File: src/rtl/fwd_pkg.sv
package fwd_pkg;

  localparam int NUM_OPND = 2;

  typedef enum logic [1:0] {
    SEL_REG = 2'b00,
    SEL_WB  = 2'b01,
    SEL_MEM = 2'b10
  } fwdSel_e;

  typedef struct packed {
    logic [NUM_OPND-1:0] memHit;
    logic [NUM_OPND-1:0] wbHit;
  } hitStrobes_t;

endpackage

File: src/rtl/fwd_match.sv
module fwd_match
  import fwd_pkg::*;
#(
  parameter int REG_W = 5
) (
  input  logic [NUM_OPND-1:0][REG_W-1:0] srcReg,
  input  logic [REG_W-1:0]               memDst,
  input  logic                           memWrEn,
  input  logic [REG_W-1:0]               wbDst,
  input  logic                           wbWrEn,
  output hitStrobes_t                    hits
);

  localparam logic [REG_W-1:0] ZERO_REG = '0;

  logic memLive;
  logic wbLive;

  assign memLive = memWrEn && (memDst != ZERO_REG);
  assign wbLive  = wbWrEn  && (wbDst  != ZERO_REG);

  for (genvar g = 0; g < NUM_OPND; g++) begin : g_opnd
    assign hits.memHit[g] = memLive && (memDst == srcReg[g]);
    assign hits.wbHit[g]  = wbLive  && (wbDst  == srcReg[g]);

    always_comb begin
      // a stage that does not write produces no strobe
      a_r5_mem_needs_write: assert (memWrEn || !hits.memHit[g])
        else $error("memory-stage strobe without write enable");
      a_r5_wb_needs_write: assert (wbWrEn || !hits.wbHit[g])
        else $error("write-back strobe without write enable");
      // register zero never produces a strobe
      a_r6_zero_reg: assert (srcReg[g] != ZERO_REG || (!hits.memHit[g] && !hits.wbHit[g]))
        else $error("strobe raised for register zero");
    end
  end

endmodule

File: src/rtl/fwd_select.sv
module fwd_select
  import fwd_pkg::*;
(
  input  hitStrobes_t                hits,
  output logic [NUM_OPND-1:0][1:0]   sel
);

  for (genvar g = 0; g < NUM_OPND; g++) begin : g_opnd
    fwdSel_e pick;

    always_comb begin
      if (hits.memHit[g])     pick = SEL_MEM;
      else if (hits.wbHit[g]) pick = SEL_WB;
      else                    pick = SEL_REG;
    end

    assign sel[g] = pick;

    always_comb begin
      // the younger stage wins whenever its strobe is up
      a_r7_mem_priority: assert (!hits.memHit[g] || sel[g] == 2'b10)
        else $error("memory-stage strobe lost priority");
      // code 11 is never emitted
      a_r10_no_code3: assert (sel[g] != 2'b11)
        else $error("illegal select code");
    end
  end

endmodule

File: src/rtl/operand_bypass_ctrl.sv
module operand_bypass_ctrl
  import fwd_pkg::*;
#(
  parameter int REG_W = 5
) (
  input  logic [REG_W-1:0] srcRs,
  input  logic [REG_W-1:0] srcRt,
  input  logic [REG_W-1:0] memDst,
  input  logic             memWrEn,
  input  logic [REG_W-1:0] wbDst,
  input  logic             wbWrEn,
  output logic [1:0]       selA,
  output logic [1:0]       selB
);

  logic [NUM_OPND-1:0][REG_W-1:0] srcReg;
  logic [NUM_OPND-1:0][1:0]       sel;
  hitStrobes_t                    hits;

  assign srcReg[0] = srcRs;
  assign srcReg[1] = srcRt;

  fwd_match #(.REG_W(REG_W)) u_match (
    .srcReg  (srcReg),
    .memDst  (memDst),
    .memWrEn (memWrEn),
    .wbDst   (wbDst),
    .wbWrEn  (wbWrEn),
    .hits    (hits)
  );

  fwd_select u_select (
    .hits (hits),
    .sel  (sel)
  );

  assign selA = sel[0];
  assign selB = sel[1];

  always_comb begin
    // a memory-stage code on A implies a live matching writer on Rs
    a_r2_memsel_a: assert (selA != 2'b10 || (memWrEn && memDst == srcRs && memDst != '0))
      else $error("operand A memory select unjustified");
    // same for B against Rt
    a_r3_memsel_b: assert (selB != 2'b10 || (memWrEn && memDst == srcRt && memDst != '0))
      else $error("operand B memory select unjustified");
    // a write-back code on A implies a live matching write-back writer
    a_r4_wbsel_a: assert (selA != 2'b01 || (wbWrEn && wbDst == srcRs && wbDst != '0))
      else $error("operand A write-back select unjustified");
  end

endmodule

File: config.mk
export PLATFORM = sky130hd
export DESIGN_NAME = operand_bypass_ctrl
export DESIGN_NICKNAME = d
export VERILOG_FILES = /design/src/rtl/fwd_pkg.sv /design/src/rtl/fwd_match.sv /design/src/rtl/fwd_select.sv /design/src/rtl/operand_bypass_ctrl.sv
export SDC_FILE = /design/constraint.sdc
export NUM_CORES = 1
export LEC_CHECK = 0
export BUFFER_PORTS_ARGS = -buffer_cell sky130_fd_sc_hd__buf_2
export CAP_MARGIN = 20
export CELL_PAD_IN_SITES_DETAIL_PLACEMENT = 0
export CELL_PAD_IN_SITES_GLOBAL_PLACEMENT = 1
export CORE_AREA = 8 8 45 47
export DETAILED_ROUTE_END_ITERATION = 8
export DIE_AREA = 0 0 53 55
export PLACE_DENSITY = 0.71
export SLEW_MARGIN = 10
export SYNTH_ARGS = -nofsm -noshare
export SYNTH_HDL_FRONTEND = slang
export SYNTH_HIERARCHICAL = 1
export SYNTH_SLANG_ARGS = --single-unit
File: constraint.sdc
create_clock -name vclk -period 1.9
set_input_delay 0.38 -clock vclk [all_inputs]
set_output_delay 0.38 -clock vclk [all_outputs]
set_load 0.005 [all_outputs]
==> flow_metrics.py <==
metrics = {
    "detailed_routing": {
        "drt_iter0_drc": 3,
        "postRouteAntennaNets": 0,
        "detail_route.vias_per_cell": 4.37,
        "first_pass_iters": 3,
        "wl_per_cell_um": 12.9,
        "dr_total_vias": 341,
        "finalWirelength_mm": 1.00,
        "drcViolationCount": 0,
    },
    "worst_setup_path": {
        "path_cells": "buf_2 -> or4_4 -> nor2_4 -> nor4_2 -> nor2b_4 -> buf_2",
        "cpMostUsedCell": "buf_2",
        "required_ns": 1.52,
        "path_max_fanout": 3,
        "slowest_delay_ns": 0.54,
        "critPathSlowestCell": "or4_4",
        "worst_ep_arrival_time_ns": 1.46,
        "cp-end-kind": "primary output",
        "crit_family": "simple AND/OR/NAND/NOR gates",
        "path_buf_inv": 2,
        "crit_type": "in2out",
        "cp_num_cells": 6,
        "start_kind": "primary input",
    },
    "timing": {
        "fmax_mhz": 543,
        "worst_slew_pin_slew_ns": 0.371,
        "slew-limit-headroom_pct": 75.1,
        "drv_slew": 0,
        "fin_crit_sh_pct": 97.0,
        "final_hold_viol_count": 0,
        "rsz0062_at_grt": "no",
        "setup_viol": 0,
        "min_period_ns": 1.84,
        "fin_setup_tns_ns": 0,
    },
    "grt": {
        "antenna_found_initial": 0,
        "grt_max_degree": 4,
        "grt.total_usage_pct": 6.49,
        "grt_pass1_vias": 392,
        "grt_pass1_wl_mm": 1.54,
        "grt-ovfl-total": 0,
    },
    "die": {
        "die-area_mm2": 0.00292,
        "start_util_pct": 21.0,
        "pin_count": 26,
        "die_y_um": 55,
        "die_x_um": 53,
        "num_rows": 14,
        "core_mm2": 0.00138,
    },
    "placed_design": {
        "place_congestion": 0.715,
        "dpl.cell_count": 78,
        "dpl-instance-area_um2": 440,
        "dp_hpwl_um": 933,
        "io_buffers": 26,
    },
    "power_and_ir_drop": {
        "irDropWorstVdd_v": 0.0000678,
        "total_power_uw": 90.2,
        "powerDensity_mw_per_mm2": 193,
        "p_leak_uw": 0.000198,
    },
    "worst_hold_path": {
        "hold_path_class": "in2out",
        "worstHoldPathCells": 4,
    },
    "layout": {
        "finalCoreUtilization_pct": 33.7,
        "seq_area_um2": 0,
        "drive_gt1_share_pct": 56.5,
        "clkbuf_count": 0,
        "diodes": 0,
        "nFillCells": 164,
        "seq_cells": 0,
        "design_area_um2": 467,
        "final_nets": 86,
        "fin_cells": 78,
        "syn2layout_area_growth_pct": 60.8,
    },
    "yosys": {
        "post-synth-top-area-cell": "xnor2_1",
        "yosysSeqAreaShare_pct": 0,
        "syn_inst": 36,
        "synth_top_cell_area_share_pct": 36.2,
        "netlist_area_um2": 290,
        "yosysWarningCount": 6,
        "synth_area_leaders": "xnor2_1 36%, xor2_1 24%, nor2b_4 9.5%, nand4_1 8.6%, nor4_1 8.6%",
        "synth_cell_types": 8,
        "syn_nets": 58,
        "avgSynthCellArea_um2": 8.06,
    },
    "clocking": {
        "ctsHoldBuffers": 0,
    },
    "status": {
        "status": "finished, final reports clean",
    },
    "flow_run": {
        "cap_violations": 0,
    },
}
worst paths after layout:
path	from	endpoint	slack [ns]
max	memDst[1]	selB[0]	0.06
min	memWrEn	selA[1]	1.14
Yosys cell counts:
cell type  instances
or4_1              2
buf_4              2
nor2b_4            2
xnor2_1           12
xor2_1             8
nand4_1            4
nor2_1             2
nor4_1             4
cell families (layout without fill, tap and decap cells):
kind of cell,Yosys count,count (layout),share of synthesized area (%)
XOR/XNOR,20,20,60.3
AND/OR/NAND/NOR,14,14,34.5
buffers and inverters,2,28,5.17
what timing repair did:
action,in CTS,in global routing
endpoints found under the setup margin,0,4
gates resized for setup,0,6
setup buffers,0,0
metrics by stage:
step                      hold WS [ns]  worst slack (ns)
after floorplan                  0.956             0.280
after global placement            1.14            0.0351
after detailed placement          1.14            0.0381
after CTS                         1.14            0.0314
after global routing              1.17            0.0116
final                             1.14            0.0573
cells in the final DEF (no fill, tap or decap):
master,Yosys,layout
buf_2,0,26
buf_4,2,2
nand4_1,4,4
nor2_2,0,1
nor2_4,0,1
nor2b_4,2,2
nor4_1,4,2
nor4_2,0,2
or4_1,2,1
or4_4,0,1
xnor2_1,12,12
xor2_1,8,8
tightest hold or removal path: stages:
cell     delay (ns)
buf_2          0.11
nand4_1        0.09
nor4_2         0.06
buf_2          0.12
report_power, final:
group / leakage, uW / internal (uW) / total [uW] / switching, uW
Sequential: 0 / 0 / 0 / 0
Combinational: 0.000198 / 48.0 / 90.2 / 42.2
Clock: 0 / 0 / 0 / 0
per-layer routing:
| layer | part of all wire (%) | wire length, um | global-route usage, % | vias up |
|---|---|---|---|---|
| li1 | - | - | - | 179 |
| met1 | 43 | 436 | 8.14 | 146 |
| met2 | 47 | 473 | 11.7 | 16 |
| met3 | 9.3 | 93 | 1.34 | 0 |
| met4 | 0 | 0 | 0 | 0 |
| met5 | 0 | 0 | 0 | - |
area by class of cell:
| type | count | area (um2) | share of cell area [%] |
|---|---|---|---|
| timing repair buffer | 28 | 145 | 31.1 |
| tap | 16 | 20.0 | 4.29 |
| multi-input combinational | 34 | 302 | 64.6 |
Note: power is estimated with default switching activity, not from simulation.
